## src/rtl/lcfg_pkg.sv

```systemverilog
package lcfg_pkg;
  localparam int LANES   = 4;
  localparam int BOOST_W = 4;
  localparam int DE_W    = 2;
  localparam int TH_W    = 2;
  localparam int REG_CNT = 16;
  localparam int PTR_W   = $clog2(REG_CNT);

  typedef enum logic [2:0] {
    ST_IDLE, ST_ADDR, ST_AACK, ST_WR, ST_WACK, ST_RD, ST_MACK
  } xfer_st_t;

  localparam logic [PTR_W-1:0] R_STATUS = 4'h0;
  localparam logic [PTR_W-1:0] R_EN     = 4'h2;
  localparam logic [PTR_W-1:0] R_BST_LO = 4'h3;
  localparam logic [PTR_W-1:0] R_BST_HI = 4'h4;
  localparam logic [PTR_W-1:0] R_SWING  = 4'h5;
  localparam logic [PTR_W-1:0] R_DEEMPH = 4'h6;
  localparam logic [PTR_W-1:0] R_DETCTL = 4'h8;
  localparam logic [PTR_W-1:0] R_ACTDIS = 4'h9;
  localparam logic [PTR_W-1:0] R_THRESH = 4'hA;

  // device address built from the three address straps {A4,A1,A0}
  function automatic logic [6:0] dev_addr(input logic [2:0] pins);
    return {2'b11, pins[2], 2'b00, pins[1:0]};
  endfunction

  // swing register image: high bit per lane from storage, low bit tied to 1
  function automatic logic [2*LANES-1:0] swing_image(input logic [LANES-1:0] hi);
    logic [2*LANES-1:0] b;
    for (int i = 0; i < LANES; i++) b[2*i +: 2] = {hi[i], 1'b1};
    return b;
  endfunction
endpackage

```

## src/rtl/lcfg_bus_sync.sv

```systemverilog
module lcfg_bus_sync #(
  parameter int STAGES = 2
) (
  input  logic clk,
  input  logic rst_n,
  input  logic scl_in,
  input  logic sda_in,
  output logic sda_s,
  output logic scl_rise,
  output logic scl_fall,
  output logic start_det,
  output logic stop_det
);
  logic [STAGES-1:0] scl_pipe, sda_pipe;
  logic scl_q, sda_q, scl_s;

  always_ff @(posedge clk or negedge rst_n) begin
    if (!rst_n) begin
      scl_pipe <= '1;
      sda_pipe <= '1;
      scl_q    <= 1'b1;
      sda_q    <= 1'b1;
    end else begin
      scl_pipe <= {scl_pipe[STAGES-2:0], scl_in};
      sda_pipe <= {sda_pipe[STAGES-2:0], sda_in};
      scl_q    <= scl_s;
      sda_q    <= sda_s;
    end
  end

  assign scl_s     = scl_pipe[STAGES-1];
  assign sda_s     = sda_pipe[STAGES-1];
  assign scl_rise  = scl_s & ~scl_q;
  assign scl_fall  = ~scl_s & scl_q;
  assign start_det = scl_s & scl_q & sda_q & ~sda_s;
  assign stop_det  = scl_s & scl_q & ~sda_q & sda_s;
endmodule

```

## src/rtl/lcfg_i2c_engine.sv

```systemverilog
module lcfg_i2c_engine
  import lcfg_pkg::*;
(
  input  logic             clk,
  input  logic             rst_n,
  input  logic             scl_rise,
  input  logic             scl_fall,
  input  logic             sda_s,
  input  logic             start_det,
  input  logic             stop_det,
  input  logic [6:0]       my_addr,
  input  logic [7:0]       rd_data,
  output logic             sda_oe,
  output logic             wr_en,
  output logic [7:0]       wr_data,
  output logic [PTR_W-1:0] ptr
);
  xfer_st_t   state;
  logic [3:0] bit_cnt;
  logic [7:0] shreg;
  logic [7:0] txreg;
  logic       is_read;
  logic       byte_done;

  assign byte_done = (bit_cnt == 4'd8);
  assign wr_en     = (state == ST_WR) && scl_fall && byte_done;
  assign wr_data   = shreg;

  always_ff @(posedge clk or negedge rst_n) begin
    if (!rst_n) begin
      state   <= ST_IDLE;
      bit_cnt <= '0;
      shreg   <= '0;
      txreg   <= '0;
      is_read <= 1'b0;
      sda_oe  <= 1'b0;
      ptr     <= '0;
    end else if (start_det) begin
      state   <= ST_ADDR;
      bit_cnt <= '0;
      ptr     <= '0;
      sda_oe  <= 1'b0;
    end else if (stop_det) begin
      state  <= ST_IDLE;
      ptr    <= '0;
      sda_oe <= 1'b0;
    end else begin
      unique case (state)
        ST_IDLE: ;
        ST_ADDR: begin
          if (scl_rise) begin
            shreg   <= {shreg[6:0], sda_s};
            bit_cnt <= bit_cnt + 4'd1;
          end else if (scl_fall && byte_done) begin
            if (shreg[7:1] == my_addr) begin
              sda_oe  <= 1'b1;
              is_read <= shreg[0];
              state   <= ST_AACK;
            end else begin
              state <= ST_IDLE;
            end
          end
        end
        ST_AACK: begin
          if (scl_fall) begin
            bit_cnt <= '0;
            if (is_read) begin
              txreg  <= rd_data;
              sda_oe <= ~rd_data[7];
              ptr    <= ptr + 1'b1;
              state  <= ST_RD;
            end else begin
              sda_oe <= 1'b0;
              state  <= ST_WR;
            end
          end
        end
        ST_WR: begin
          if (scl_rise) begin
            shreg   <= {shreg[6:0], sda_s};
            bit_cnt <= bit_cnt + 4'd1;
          end else if (scl_fall && byte_done) begin
            sda_oe <= 1'b1;
            ptr    <= ptr + 1'b1;
            state  <= ST_WACK;
          end
        end
        ST_WACK: begin
          if (scl_fall) begin
            sda_oe  <= 1'b0;
            bit_cnt <= '0;
            state   <= ST_WR;
          end
        end
        ST_RD: begin
          if (scl_rise) begin
            bit_cnt <= bit_cnt + 4'd1;
          end else if (scl_fall) begin
            if (byte_done) begin
              sda_oe <= 1'b0;
              state  <= ST_MACK;
            end else begin
              txreg  <= {txreg[6:0], 1'b0};
              sda_oe <= ~txreg[6];
            end
          end
        end
        ST_MACK: begin
          if (scl_rise && sda_s) begin
            state <= ST_IDLE;
          end else if (scl_fall) begin
            bit_cnt <= '0;
            txreg   <= rd_data;
            sda_oe  <= ~rd_data[7];
            ptr     <= ptr + 1'b1;
            state   <= ST_RD;
          end
        end
        default: state <= ST_IDLE;
      endcase
    end
  end

  // an idle target never pulls the data line
  a_r1_idle_released: assert property (@(posedge clk) disable iff (!rst_n)
    (state == ST_IDLE) |-> !sda_oe);

  // a STOP always returns the byte pointer to register 0
  a_r3_ptr_home_on_stop: assert property (@(posedge clk) disable iff (!rst_n)
    $past(stop_det) |-> (ptr == '0));

  // master NACK leaves the line released
  a_r4_nack_releases: assert property (@(posedge clk) disable iff (!rst_n)
    (state == ST_MACK && scl_rise && sda_s && !stop_det && !start_det) |=> (!sda_oe && state == ST_IDLE));

  // write strobes only arise inside a write data phase
  a_r5_write_in_phase: assert property (@(posedge clk) disable iff (!rst_n)
    wr_en |-> (is_read == 1'b0));
endmodule

```

## src/rtl/lcfg_regfile.sv

```systemverilog
module lcfg_regfile
  import lcfg_pkg::*;
(
  input  logic                     clk,
  input  logic                     rst_n,
  input  logic [BOOST_W-1:0]       boost_pins,
  input  logic                     swing_pin,
  input  logic [DE_W-1:0]          deemph_pins,
  input  logic                     pwr_en_pin,
  input  logic [LANES-1:0]         activity_in,
  input  logic                     wr_en,
  input  logic [PTR_W-1:0]         addr,
  input  logic [7:0]               wr_data,
  output logic [7:0]               rd_data,
  output logic [LANES-1:0]         en_q,
  output logic [LANES*BOOST_W-1:0] boost_q,
  output logic [LANES-1:0]         swing_hi_q,
  output logic [LANES*DE_W-1:0]    deemph_q,
  output logic [LANES-1:0]         det_pd_q,
  output logic [LANES-1:0]         rx_rst_q,
  output logic [LANES-1:0]         act_dis_q,
  output logic [LANES*TH_W-1:0]    thresh_q
);
  localparam int HALF_B = 2 * BOOST_W;

  logic             strap_pend;
  logic [LANES-1:0] act_q;

  always_ff @(posedge clk or negedge rst_n) begin
    if (!rst_n) begin
      strap_pend <= 1'b1;
      act_q      <= '0;
      en_q       <= '0;
      boost_q    <= '0;
      swing_hi_q <= '0;
      deemph_q   <= '0;
      det_pd_q   <= '1;
      rx_rst_q   <= '0;
      act_dis_q  <= '0;
      thresh_q   <= '0;
    end else begin
      act_q <= activity_in;
      if (strap_pend) begin
        strap_pend <= 1'b0;
        en_q       <= {LANES{pwr_en_pin}};
        boost_q    <= {LANES{boost_pins}};
        swing_hi_q <= {LANES{swing_pin}};
        deemph_q   <= {LANES{deemph_pins}};
      end else if (wr_en) begin
        case (addr)
          R_EN:     en_q <= wr_data[7:4];
          R_BST_LO: boost_q[HALF_B-1:0] <= wr_data;
          R_BST_HI: boost_q[2*HALF_B-1:HALF_B] <= wr_data;
          R_SWING:  for (int i = 0; i < LANES; i++) swing_hi_q[i] <= wr_data[2*i+1];
          R_DEEMPH: deemph_q <= wr_data;
          R_DETCTL: {det_pd_q, rx_rst_q} <= wr_data;
          R_ACTDIS: act_dis_q <= wr_data[7:4];
          R_THRESH: thresh_q <= wr_data;
          default:  ;
        endcase
      end
    end
  end

  always_comb begin
    case (addr)
      R_STATUS: rd_data = {act_q, 4'h0};
      R_EN:     rd_data = {en_q, 4'h0};
      R_BST_LO: rd_data = boost_q[HALF_B-1:0];
      R_BST_HI: rd_data = boost_q[2*HALF_B-1:HALF_B];
      R_SWING:  rd_data = swing_image(swing_hi_q);
      R_DEEMPH: rd_data = deemph_q;
      R_DETCTL: rd_data = {det_pd_q, rx_rst_q};
      R_ACTDIS: rd_data = {act_dis_q, 4'h0};
      R_THRESH: rd_data = thresh_q;
      default:  rd_data = 8'h00;
    endcase
  end

  // the strap capture loads the enables from the power-enable pin
  a_r2_strap_capture: assert property (@(posedge clk) disable iff (!rst_n)
    $fell(strap_pend) |-> (en_q == {LANES{$past(pwr_en_pin)}}));

  // without a write strobe the stored settings hold
  a_r6_hold_without_write: assert property (@(posedge clk) disable iff (!rst_n)
    (!$past(wr_en) && !$past(strap_pend)) |->
      $stable({en_q, boost_q, swing_hi_q, deemph_q, det_pd_q, rx_rst_q, act_dis_q, thresh_q}));

  // a write aimed at a read-only or reserved slot changes nothing
  a_r5_ro_write_ignored: assert property (@(posedge clk) disable iff (!rst_n)
    ($past(wr_en) && ($past(addr) < R_EN || $past(addr) == 4'h7 || $past(addr) > R_THRESH)) |->
      $stable({en_q, boost_q, swing_hi_q, deemph_q, det_pd_q, rx_rst_q, act_dis_q, thresh_q}));
endmodule

```

## src/rtl/lcfg_lane_out.sv

```systemverilog
module lcfg_lane_out
  import lcfg_pkg::*;
(
  input  logic                     clk,
  input  logic                     rst_n,
  input  logic                     strap_mode,
  input  logic [BOOST_W-1:0]       boost_pins,
  input  logic                     swing_pin,
  input  logic [DE_W-1:0]          deemph_pins,
  input  logic [LANES-1:0]         en_q,
  input  logic [LANES*BOOST_W-1:0] boost_q,
  input  logic [LANES-1:0]         swing_hi_q,
  input  logic [LANES*DE_W-1:0]    deemph_q,
  input  logic [LANES-1:0]         det_pd_q,
  input  logic [LANES-1:0]         rx_rst_q,
  input  logic [LANES-1:0]         act_dis_q,
  input  logic [LANES*TH_W-1:0]    thresh_q,
  output logic [LANES-1:0]         lane_en,
  output logic [LANES*BOOST_W-1:0] lane_boost,
  output logic [2*LANES-1:0]       lane_swing,
  output logic [LANES*DE_W-1:0]    lane_deemph,
  output logic [LANES*TH_W-1:0]    lane_thresh,
  output logic [LANES-1:0]         lane_rx_reset,
  output logic [LANES-1:0]         lane_det_pd,
  output logic [LANES-1:0]         lane_act_dis
);
  logic [LANES*BOOST_W-1:0] boost_nx;
  logic [2*LANES-1:0]       swing_nx;
  logic [LANES*DE_W-1:0]    deemph_nx;
  logic                     chk_armed;

  for (genvar g = 0; g < LANES; g++) begin : g_lane
    assign boost_nx[g*BOOST_W +: BOOST_W] = strap_mode ? boost_pins  : boost_q[g*BOOST_W +: BOOST_W];
    assign deemph_nx[g*DE_W +: DE_W]      = strap_mode ? deemph_pins : deemph_q[g*DE_W +: DE_W];
    assign swing_nx[2*g +: 2]             = {(strap_mode ? swing_pin : swing_hi_q[g]), 1'b1};
  end

  always_ff @(posedge clk or negedge rst_n) begin
    if (!rst_n) begin
      chk_armed     <= 1'b0;
      lane_en       <= '0;
      lane_boost    <= '0;
      lane_swing    <= '0;
      lane_deemph   <= '0;
      lane_thresh   <= '0;
      lane_rx_reset <= '0;
      lane_det_pd   <= '0;
      lane_act_dis  <= '0;
    end else begin
      chk_armed     <= 1'b1;
      lane_en       <= en_q;
      lane_boost    <= boost_nx;
      lane_swing    <= swing_nx;
      lane_deemph   <= deemph_nx;
      lane_thresh   <= thresh_q;
      lane_rx_reset <= rx_rst_q;
      lane_det_pd   <= det_pd_q;
      lane_act_dis  <= act_dis_q;
    end
  end

  // with the mode pin high every lane shows the strap boost a cycle later
  a_r8_strap_follow: assert property (@(posedge clk) disable iff (!rst_n)
    (chk_armed && $past(strap_mode)) |-> (lane_boost == {LANES{$past(boost_pins)}}
                                         && lane_deemph == {LANES{$past(deemph_pins)}}));

  // enables track the register side whatever the mode
  a_r9_enable_from_regs: assert property (@(posedge clk) disable iff (!rst_n)
    chk_armed |-> (lane_en == $past(en_q) && lane_thresh == $past(thresh_q)));
endmodule

```

## src/rtl/lane_cfg_i2c_target.sv

```systemverilog
module lane_cfg_i2c_target
  import lcfg_pkg::*;
(
  input  logic                     clk,
  input  logic                     rst_n,
  input  logic                     scl_in,
  input  logic                     sda_in,
  output logic                     sda_oe,
  input  logic [2:0]               addr_pins,
  input  logic                     strap_mode,
  input  logic [BOOST_W-1:0]       boost_pins,
  input  logic                     swing_pin,
  input  logic [DE_W-1:0]          deemph_pins,
  input  logic                     pwr_en_pin,
  input  logic [LANES-1:0]         activity_in,
  output logic [LANES-1:0]         lane_en,
  output logic [LANES*BOOST_W-1:0] lane_boost,
  output logic [2*LANES-1:0]       lane_swing,
  output logic [LANES*DE_W-1:0]    lane_deemph,
  output logic [LANES*TH_W-1:0]    lane_thresh,
  output logic [LANES-1:0]         lane_rx_reset,
  output logic [LANES-1:0]         lane_det_pd,
  output logic [LANES-1:0]         lane_act_dis
);
  logic                     sda_s, scl_rise, scl_fall, start_det, stop_det;
  logic                     wr_en;
  logic [7:0]               wr_data, rd_data;
  logic [PTR_W-1:0]         ptr;
  logic [LANES-1:0]         en_q, swing_hi_q, det_pd_q, rx_rst_q, act_dis_q;
  logic [LANES*BOOST_W-1:0] boost_q;
  logic [LANES*DE_W-1:0]    deemph_q;
  logic [LANES*TH_W-1:0]    thresh_q;

  lcfg_bus_sync #(.STAGES(2)) u_sync (
    .clk(clk), .rst_n(rst_n), .scl_in(scl_in), .sda_in(sda_in),
    .sda_s(sda_s), .scl_rise(scl_rise), .scl_fall(scl_fall),
    .start_det(start_det), .stop_det(stop_det)
  );

  lcfg_i2c_engine u_engine (
    .clk(clk), .rst_n(rst_n), .scl_rise(scl_rise), .scl_fall(scl_fall),
    .sda_s(sda_s), .start_det(start_det), .stop_det(stop_det),
    .my_addr(dev_addr(addr_pins)), .rd_data(rd_data), .sda_oe(sda_oe),
    .wr_en(wr_en), .wr_data(wr_data), .ptr(ptr)
  );

  lcfg_regfile u_regs (
    .clk(clk), .rst_n(rst_n), .boost_pins(boost_pins), .swing_pin(swing_pin),
    .deemph_pins(deemph_pins), .pwr_en_pin(pwr_en_pin), .activity_in(activity_in),
    .wr_en(wr_en), .addr(ptr), .wr_data(wr_data), .rd_data(rd_data),
    .en_q(en_q), .boost_q(boost_q), .swing_hi_q(swing_hi_q), .deemph_q(deemph_q),
    .det_pd_q(det_pd_q), .rx_rst_q(rx_rst_q), .act_dis_q(act_dis_q), .thresh_q(thresh_q)
  );

  lcfg_lane_out u_out (
    .clk(clk), .rst_n(rst_n), .strap_mode(strap_mode), .boost_pins(boost_pins),
    .swing_pin(swing_pin), .deemph_pins(deemph_pins), .en_q(en_q), .boost_q(boost_q),
    .swing_hi_q(swing_hi_q), .deemph_q(deemph_q), .det_pd_q(det_pd_q),
    .rx_rst_q(rx_rst_q), .act_dis_q(act_dis_q), .thresh_q(thresh_q),
    .lane_en(lane_en), .lane_boost(lane_boost), .lane_swing(lane_swing),
    .lane_deemph(lane_deemph), .lane_thresh(lane_thresh), .lane_rx_reset(lane_rx_reset),
    .lane_det_pd(lane_det_pd), .lane_act_dis(lane_act_dis)
  );
endmodule

```

## config.mk

```make
export PLATFORM = sky130hd
export DESIGN_NAME = lane_cfg_i2c_target
export DESIGN_NICKNAME = d
export VERILOG_FILES = /design/src/rtl/lcfg_pkg.sv /design/src/rtl/lcfg_bus_sync.sv /design/src/rtl/lcfg_i2c_engine.sv /design/src/rtl/lcfg_regfile.sv /design/src/rtl/lcfg_lane_out.sv /design/src/rtl/lane_cfg_i2c_target.sv
export SDC_FILE = /design/constraint.sdc
export NUM_CORES = 1
export LEC_CHECK = 0
export BUFFER_PORTS_ARGS = -buffer_cell sky130_fd_sc_hd__buf_4
export CORE_MARGIN = 10
export CORE_UTILIZATION = 53
export CTS_CLUSTER_DIAMETER = 120
export DETAILED_ROUTE_END_ITERATION = 10
export GPL_TIMING_DRIVEN = 0
export PLACE_DENSITY_LB_ADDON = 0.05
export SLEW_MARGIN = 30
export SYNTH_ARGS = -nofsm -noshare
export SYNTH_HDL_FRONTEND = slang
export SYNTH_HIERARCHICAL = 1
export SYNTH_SLANG_ARGS = --single-unit
```

## constraint.sdc

```tcl
create_clock -name clk -period 2.5 [get_ports clk]
set_input_delay 0.375 -clock clk [delete_from_list [all_inputs] [get_ports clk]]
set_output_delay 0.375 -clock clk [all_outputs]
set_load 0.02 [all_outputs]
```

==> summary.txt, run 1 <==
worst clock skew: 6.89 ps
Hold WS: 55.7 ps
Inserted Diodes: 0
crit share post-route: 0.952
Detailed Route Iter0 Violations: 350
antenna violations before repair: 0
Initial Util: 0.547
worst-path fanout max: 9
PnR worst setup slack: 120 ps
# IOs: 77
worst-margin pin slew: 665 ps
maxcap violations: 0
global route overflow: 0
fill count: 959
Synth area leader: dfrtp_1
most instantiated cells after synthesis: dfrtp_1 (133), mux2_2 (67), nand2_1 (42)
Required @ worst endpoint: 2810 ps
Clock H-tree levels: 4
largest net degree at the start of global routing: 79
DR vias/cell: 5.64
Slew Limit Fails: 0
final worst path period need: 2380 ps
slew margin rel.: 0.552
Die Height: 132 um
PD cells: 818 nW/um^2
via count: 4602
FF-to-FF setup slack: 120 ps
clock sinks: 144
VDD IR max: 0.593 mV
first-pass GRT wire length: 26.6 mm
fmax: 420 MHz
Clock Path Buffers: 2
critical path arrival: 2690 ps
DP Worst Slack: -310 ps
RSZ-0062 raised after global routing: false
worst setup path class: reg2reg
Crit. End Element: flip-flop
Post-Syn Area: 6620 um^2
asr flop ratio synth: 1.00
gpl congestion: 0.913
Cell Chain, Critical Path: and4b_2 > or2_1 > buf_6 > or3_4 > nor4_4 > nand3b_1 > mux2_4
Num CTS Buffers: 17
Avg Cell Area, Syn: 12.4 um^2
crit start category: flip-flop
die area: 17400 um^2
register bit total from synthesis: 144
Wirelength per Cell: 20.3 um
Row Count: 40
Die X: 132 um
clock slew at reported path FFs: 60 ps
Nets: 658
Leak: 0.00379 uW
area of the core: 12100 um^2
EDFF count, synth: 0
# port buffers: 75
final WL: 16.6 mm
Min-Delay Path Class: in2reg
CTS tree: built
GRT Total Usage: 0.195
Final Hold Fails: 0
Routed Antenna Nets: 0
CP max-delay cell: dfstp_2
YS warnings: 6
HPWL Detailed: 12.1 mm
Area growth, synth to finish: 21.6%
post-synth cell types: 72
Cells after Synth: 536
status: completed
vias in the first global route: 4746
final setup violation count: 0
count leader, synth: dfrtp_1
Worst-Skew Late Latency: 420 ps
sequential share of the synthesized area: 0.546
root buf cell: clkbuf_16
Pre-antenna DRT Iters: 5
top cells by area, synth: dfrtp_1 (50%), mux2_2 (11%), mux2_4 (4.8%), dfstp_2 (4.4%), nand2_1 (2.4%)
top-area cell type share of the netlist area: 0.503
CP peak stage delay: 550 ps
DRC Markers: 0
fraction of layout instances using a drive strength above 1: 0.383
dominant synthesized flop cell: dfrtp_1
metal layers:
| metal | GRT usage | routed length, um | share of wire |
|---|---|---|---|
| met1 | 0.242 | 7150 | 0.43 |
| met2 | 0.309 | 8080 | 0.49 |
| met3 | 0.0553 | 962 | 0.058 |
| met4 | 0.0902 | 392 | 0.024 |
| met5 | 0 | 0 | 0 |
power breakdown:
group | switching [uW] | total, uW | internal, uW
clock network | 930 | 2310 | 1380
registers | 331 | 2910 | 2580
logic | 735 | 1360 | 625
total | 2000 | 6590 | 4590
per-stage QoR:
| stage | instance area, um^2 | total power, uW | instances | utilization | TNS, ps |
|---|---|---|---|---|---|
| global route | 8050 | 6900 | 816 | 0.665 | 0 |
| CTS | 8030 | 6620 | 815 | 0.663 | 0 |
| floorplan | 6630 | 3710 | 538 | - | 0 |
| finish | 8050 | 6590 | 816 | 0.665 | 0 |
| detailed placement | 7440 | 4280 | 782 | 0.614 | -3120 |
| global placement | 7400 | 4230 | 781 | 0.611 | -3040 |
cells in the final DEF (no fill, tap or decap), types with 17 or more instances in the layout:
cell type and n:
o21ai_0 17, nor2_1 17, dfrtp_1 133, nand2_1 41
a21oi_1 19, mux2_4 21, clkbuf_16 17, mux2_2 67
inv_1 18, buf_4 81
final timing paths:
kind | from | end | cells past startpoint
min in group asynchronous | rst_n | u_out/lane_swing[6] | 2
setup / recovery | u_sync/sda_pipe[1] | u_engine/is_read | 7
max in group asynchronous | rst_n | u_regs/det_pd_q[3] | 3
hold / removal | scl_in | u_sync/scl_pipe[0] | 1
setup reg to reg | u_sync/sda_pipe[1] | u_engine/is_read | 7
hold reg to reg | u_sync/scl_pipe[0] | u_sync/scl_pipe[1] | 0
layout make-up:
cell class	count	area (um^2)	area share
clock inverter	11	93.8	0.0117
timing repair buffer	78	616	0.0764
buffer	29	191	0.0238
sequential	144	3620	0.449
multi-input combinational	347	2810	0.349
clock buffer	21	450	0.0559
tap	168	210	0.0261
inverter	18	67.6	0.00839
registers in the layout, indices dropped and copies added, names as in the netlist, 4 cells and up:
signal / cells
u_regs/det_pd_q: 4
u_out/lane_rx_reset: 4
u_regs/deemph_q: 8
u_out/lane_thresh: 8
u_engine/wr_data: 8
u_out/lane_act_dis: 4
u_regs/rx_rst_q: 4
u_out/lane_deemph: 8
u_engine/bit_cnt: 4
u_engine/ptr: 4
u_engine/txreg: 7
u_out/lane_swing: 5
u_out/lane_boost: 16
u_out/lane_det_pd: 4
u_regs/act_dis_q: 4
u_regs/swing_hi_q: 4
u_regs/en_q: 4
u_regs/boost_q: 16
u_regs/thresh_q: 8
u_out/lane_en: 4
u_regs/act_q: 4
worst max-delay path: cells and delay by family, from the launching register on:
kind	cells	cell delay, ps
and+or+nand+nor	5	1270
DFF	1	550
muxes	1	300
buffers and inverters	1	140
logic make-up (layout without fill, tap and decap cells):
kind of cell	Yosys count	count (layout)	synth area share
multiplexers	101	101	0.181
AO/OA/AOI/OAI	98	98	0.106
XOR/XNOR	10	10	0.0132
buffers and inverters	47	157	0.0389
flip-flops	144	144	0.546
adder cells (fa/ha/maj)	3	3	0.00567
AND/OR/NAND/NOR	129	129	0.107
other	4	6	0.00227
timing repair:
| action | CTS | global route |
|---|---|---|
| endpoints found under the setup margin | 15 | 22 |
| setup buffers | 0 | 1 |
| hold buffers | 1 | 0 |
| gates resized for setup | 6 | 7 |
| endpoints found under the hold margin | 64 | 0 |
(Power assumes the default switching activity.)
==> inputs of run 2 (changes only) <==
--- a/config.mk
+++ b/config.mk
@@ -11,7 +11,7 @@
 export CTS_CLUSTER_DIAMETER = 120
 export DETAILED_ROUTE_END_ITERATION = 10
 export GPL_TIMING_DRIVEN = 0
-export PLACE_DENSITY_LB_ADDON = 0.05
+export PLACE_DENSITY_LB_ADDON = 0.08
 export SLEW_MARGIN = 30
 export SYNTH_ARGS = -nofsm -noshare
 export SYNTH_HDL_FRONTEND = slang
==> run 2 against run 1 <==
Routed wire length down 0.94%. Cell area increased by 0.20%. Clock skew grew 1.4 ps. Worst hold slack worse by 2.2 ps. Largest cell class unchanged. Highest routed layer unchanged.
==> summary.txt, run 2 (synthesis gave the netlist of run 1 again) <==
status: completed
fill count: 915
Tot Pwr: 6640 uW
Routed Antenna Nets: 0
Row Count: 40
Worst path depth: 7
R2R Path Start: u_sync/sda_pipe[1]
largest net degree at the start of global routing: 80
vias in the first global route: 4770
# IOs: 77
HP Start: activity_in[3]
antenna violations before repair: 0
clock slew at reported path FFs: 60 ps
Detailed Route Iter0 Violations: 278
Clock Path Buffers: 2
area of the core: 12100 um^2
DR vias/cell: 5.61
Final Instance Count excl. Fillers: 816
Pre-antenna DRT Iters: 7
via count: 4575
worst clock skew: 8.33 ps
worst-path fanout max: 9
hold path cells: 1
Leak: 0.00378 uW
Initial Util: 0.547
RSZ-0062 raised after global routing: false
Required @ worst endpoint: 2810 ps
final WL: 16.4 mm
r2r worst-path depth: 7
crit share post-route: 0.948
Cell Chain, Critical Path: and4b_2 > or2_1 > buf_6 > or3_4 > nor4_2 > nand3b_1 > mux2_4
CP peak stage delay: 530 ps
DP Area: 7440 um^2
gpl congestion: 0.903
FF/Latch Area: 3620 um^2
Crit. End Element: flip-flop
Area growth, synth to finish: 21.8%
Min-Delay Path Class: in2reg
Die X: 132 um
GRT Total Usage: 0.192
global route overflow: 0
# port buffers: 75
PD cells: 823 nW/um^2
DP Worst Slack: -294 ps
DRC Markers: 0
slew margin rel.: 0.604
RR Endpoint: u_engine/is_read
fmax: 422 MHz
Die Height: 132 um
critical path arrival: 2680 ps
worst-margin pin slew: 592 ps
worst setup path class: reg2reg
worst hold endpoint: u_regs/act_q[3]
placed cells: 782
most frequent cells in the layout: dfrtp_1 (133), buf_4 (82), mux2_2 (67), nand2_1 (42), mux2_4 (21)
crit start category: flip-flop
clock sinks: 144
final worst path period need: 2370 ps
fin area: 8070 um^2
Inserted Diodes: 0
fraction of layout instances using a drive strength above 1: 0.384
die area: 17400 um^2
Final Hold Fails: 0
maxcap violations: 0
CTS tree: built
cell family contributing the most delay on the critical path: simple AND/OR/NAND/NOR gates
first-pass GRT wire length: 26.2 mm
Setup Total Neg Slack: 0 ps
PnR worst setup slack: 129 ps
Slew Limit Fails: 0
worst path bufs/invs: 1
VDD IR max: 0.659 mV
root buf cell: clkbuf_16
HPWL Detailed: 12.0 mm
Clock H-tree levels: 4
CP max-delay cell: dfstp_2
largest registers: u_out/lane_boost: 16 flops, u_regs/boost_q: 16 flops
Nets: 658
Worst-Skew Late Latency: 430 ps
final setup violation count: 0
Num CTS Buffers: 17
FF-to-FF setup slack: 130 ps
Wirelength per Cell: 20.1 um
area occupied by multi-input gates: 2800 um^2
most common cell after layout, fill and taps aside: dfrtp_1
[run 2: where the power goes]
part	total, uW	switching, uW	internal, uW
clock	2400	976	1420
combinational	1330	707	625
sequential	2910	333	2580
[run 2: layout make-up]
cell class              count  area share
flip-flops and latches    144       0.448
inverters                  18     0.00837
plain buffers              28      0.0233
multi-input cells         347       0.346
repair buffers             79      0.0772
clock buffers              21      0.0571
well taps                 168      0.0261
clock inverters            11      0.0133
[run 2: metal layers]
metal | routed length [um] | vias up | global-route usage
li1 | - | 2117 | -
met1 | 7260 | 2244 | 0.246
met2 | 7690 | 181 | 0.300
met3 | 1000 | 33 | 0.0488
met4 | 474 | 0 | 0.0853
met5 | 0 | - | 0
[run 2: worst max-delay path by stage]
stage	to	from
floorplan	u_engine/is_read	u_sync/sda_pipe[1]
global placement	u_regs/boost_q[4]	u_sync/scl_q
detailed placement	u_regs/boost_q[4]	u_sync/scl_q
CTS	u_regs/boost_q[5]	u_engine/bit_cnt[0]
global route	u_engine/is_read	u_sync/sda_pipe[1]
finish	u_engine/is_read	u_sync/sda_pipe[1]
[run 2: metrics by stage]
| stage | hold slack (ps) | utilization |
|---|---|---|
| 2_1_floorplan | 79.4 | - |
| 3_3_place_gp | 346 | 0.611 |
| 3_5_place_dp | 351 | 0.614 |
| 4_1_cts | 37.0 | 0.663 |
| 5_1_grt | 41.4 | 0.666 |
| 6_report | 53.5 | 0.666 |
[run 2: timing repair]
action | in CTS | in global routing
hold endpoints to repair | 63 | 0
gates resized for setup | 4 | 7
hold buffers | 1 | 0
endpoints found under the setup margin | 14 | 16
gates cloned | 0 | 0
buffers inserted | 0 | 2
[run 2: worst reg2reg max path, delay by kind of cell (launching register included)]
family | cells | cell delay, ps
and+or+nand+nor | 5 | 1280
buffers and inverters | 1 | 140
muxes | 1 | 300
DFF | 1 | 530
==> inputs of run 3 (changes only) <==
--- a/config.mk
+++ b/config.mk
@@ -7,8 +7,8 @@
 export LEC_CHECK = 0
 export BUFFER_PORTS_ARGS = -buffer_cell sky130_fd_sc_hd__buf_4
 export CORE_MARGIN = 10
-export CORE_UTILIZATION = 53
-export CTS_CLUSTER_DIAMETER = 120
+export CORE_UTILIZATION = 55
+export CTS_CLUSTER_DIAMETER = 200
 export DETAILED_ROUTE_END_ITERATION = 10
 export GPL_TIMING_DRIVEN = 0
 export PLACE_DENSITY_LB_ADDON = 0.08
==> constraint.sdc (replaced) <==
create_clock -name clk -period 2.6 [get_ports clk]
set_input_delay 0.39 -clock clk [delete_from_list [all_inputs] [get_ports clk]]
set_output_delay 0.39 -clock clk [all_outputs]
set_load 0.02 [all_outputs]
==> run 3 against run 2 <==
Sequential power fell by 4%. Worst hold slack gained 16 ps. Power fell by 1.2%. Critical path type unchanged.
==> summary.txt, run 3 (synthesis gave the netlist of run 1 again) <==
Min-Delay Path Class: in2reg
HP Start: activity_in[1]
die area: 16800 um^2
Inserted Diodes: 0
Final Hold Fails: 0
switching part of the total: 0.296
Wirelength per Cell: 21.2 um
final WL: 16.8 mm
sequential share of power: 0.427
Slew Limit Fails: 0
antenna violations before repair: 0
status: completed
worst-path fanout max: 9
P_sw: 1950 uW
fill count: 907
CP startpoint: u_sync/sda_pipe[1]
Leak: 0.00379 uW
largest registers: u_out/lane_boost: 16 flops, u_regs/boost_q: 16 flops
Required @ worst endpoint: 2910 ps
Die X: 130 um
DRC Markers: 0
critical path arrival: 2840 ps
# IOs: 77
Pre-antenna DRT Iters: 6
most frequent cells in the layout: dfrtp_1 (133), buf_4 (80), mux2_2 (67), nand2_1 (42), mux2_4 (21)
most common cell after layout, fill and taps aside: dfrtp_1
Crit. End Element: flip-flop
Worst-Skew Late Latency: 420 ps
PnR worst setup slack: 64.6 ps
vias in the first global route: 4725
Clock Path Buffers: 2
maxcap violations: 0
Num CTS Buffers: 17
area of the core: 11900 um^2
area occupied by multi-input gates: 2790 um^2
slew margin rel.: 0.573
Detailed Route Iter0 Violations: 366
root buf cell: clkbuf_16
# port buffers: 75
FF/Latch Area: 3620 um^2
fin area: 8060 um^2
worst setup path class: reg2reg
Row Count: 40
crit start category: flip-flop
Clock H-tree levels: 4
Post-CTS Setup Inserts: 0
Cell Chain, Critical Path: and4b_1 > or2_1 > buf_6 > or3_4 > nor4_2 > nand3b_1 > mux2_4
Tot Pwr: 6570 uW
CP max-delay cell: dfstp_2
combinational fraction of design power: 0.195
crit share post-route: 0.975
Routed Antenna Nets: 0
HPWL Detailed: 12.2 mm
clock power share: 0.378
DP Worst Slack: -205 ps
DP Area: 7410 um^2
worst-margin pin slew: 634 ps
R2R Path Start: u_sync/sda_pipe[1]
first-pass GRT wire length: 26.4 mm
GRT Total Usage: 0.208
Nets: 657
Initial Util: 0.556
fmax: 394 MHz
Die Height: 130 um
RSZ-0062 raised after global routing: false
VDD IR max: 0.736 mV
CTS tree: built
fraction of layout instances using a drive strength above 1: 0.377
DR vias/cell: 5.86
CP peak stage delay: 610 ps
via count: 4654
gpl congestion: 0.892
Pint: 4620 uW
worst clock skew: 7.18 ps
PD cells: 814 nW/um^2
final worst path period need: 2540 ps
final setup violation count: 0
largest net degree at the start of global routing: 83
global route overflow: 0
clock slew at reported path FFs: 60 ps
clock sinks: 144
Area growth, synth to finish: 21.7%
[run 3: power by group through the flow]
stage	Clock, uW	Combinational, uW	Sequential (uW)
after floorplan	0	794	2770
final	2480	1280	2800
after global routing	2620	1400	2840
after global placement	0	1230	2830
after detailed placement	0	1270	2830
after CTS	2520	1280	2800
[run 3: area by class of cell]
type | instances | area share
Sequential cell | 144 | 0.449
Clock inverter | 12 | 0.0200
Tap cell | 147 | 0.0228
Buffer | 29 | 0.0236
Clock buffer | 20 | 0.0554
Multi-Input combinational cell | 347 | 0.346
Inverter | 18 | 0.00838
Timing Repair Buffer | 77 | 0.0754
[run 3: metrics by stage]
step | instances | setup TNS (ps) | utilization | hold slack, ps
6_report | 794 | 0 | 0.677 | 69.8
5_1_grt | 794 | 0 | 0.677 | 50.9
4_1_cts | 794 | 0 | 0.675 | 57.0
3_5_place_dp | 761 | -1820 | 0.622 | 347
3_3_place_gp | 760 | -2610 | 0.619 | 346
2_1_floorplan | 538 | 0 | - | 94.4
[run 3: worst paths after layout]
path                                  endpoint  slack (ps)  cells after the start
max                           u_engine/is_read          60                      7
min                            u_regs/act_q[1]          70                      1
max reg2reg                   u_engine/is_read          60                      7
min reg2reg                 u_sync/sda_pipe[1]         360                      0
max in group asynchronous   u_regs/det_pd_q[1]        1350                      3
min in group asynchronous  u_out/lane_swing[6]         490                      2
[run 3: routing by layer]
layer | vias up | GRT usage | routed length [um]
met2 | 168 | 0.334 | 8010
met1 | 2319 | 0.259 | 7230
met5 | - | 0 | 0
li1 | 2126 | - | -
met3 | 41 | 0.0629 | 1190
met4 | 0 | 0.0833 | 396
[run 3: repair_timing]
item	CTS	global route
endpoints found under the hold margin	53	0
setup endpoints to repair	13	10
hold buffers	1	0
resized for setup	3	3
[run 3: worst max-delay path: cells and delay by family (launching register included)]
| kind | cells | cell delay, ps |
|---|---|---|
| flip-flops | 1 | 610 |
| AND/OR/NAND/NOR | 5 | 1350 |
| multiplexers | 1 | 310 |
| buffers and inverters | 1 | 150 |
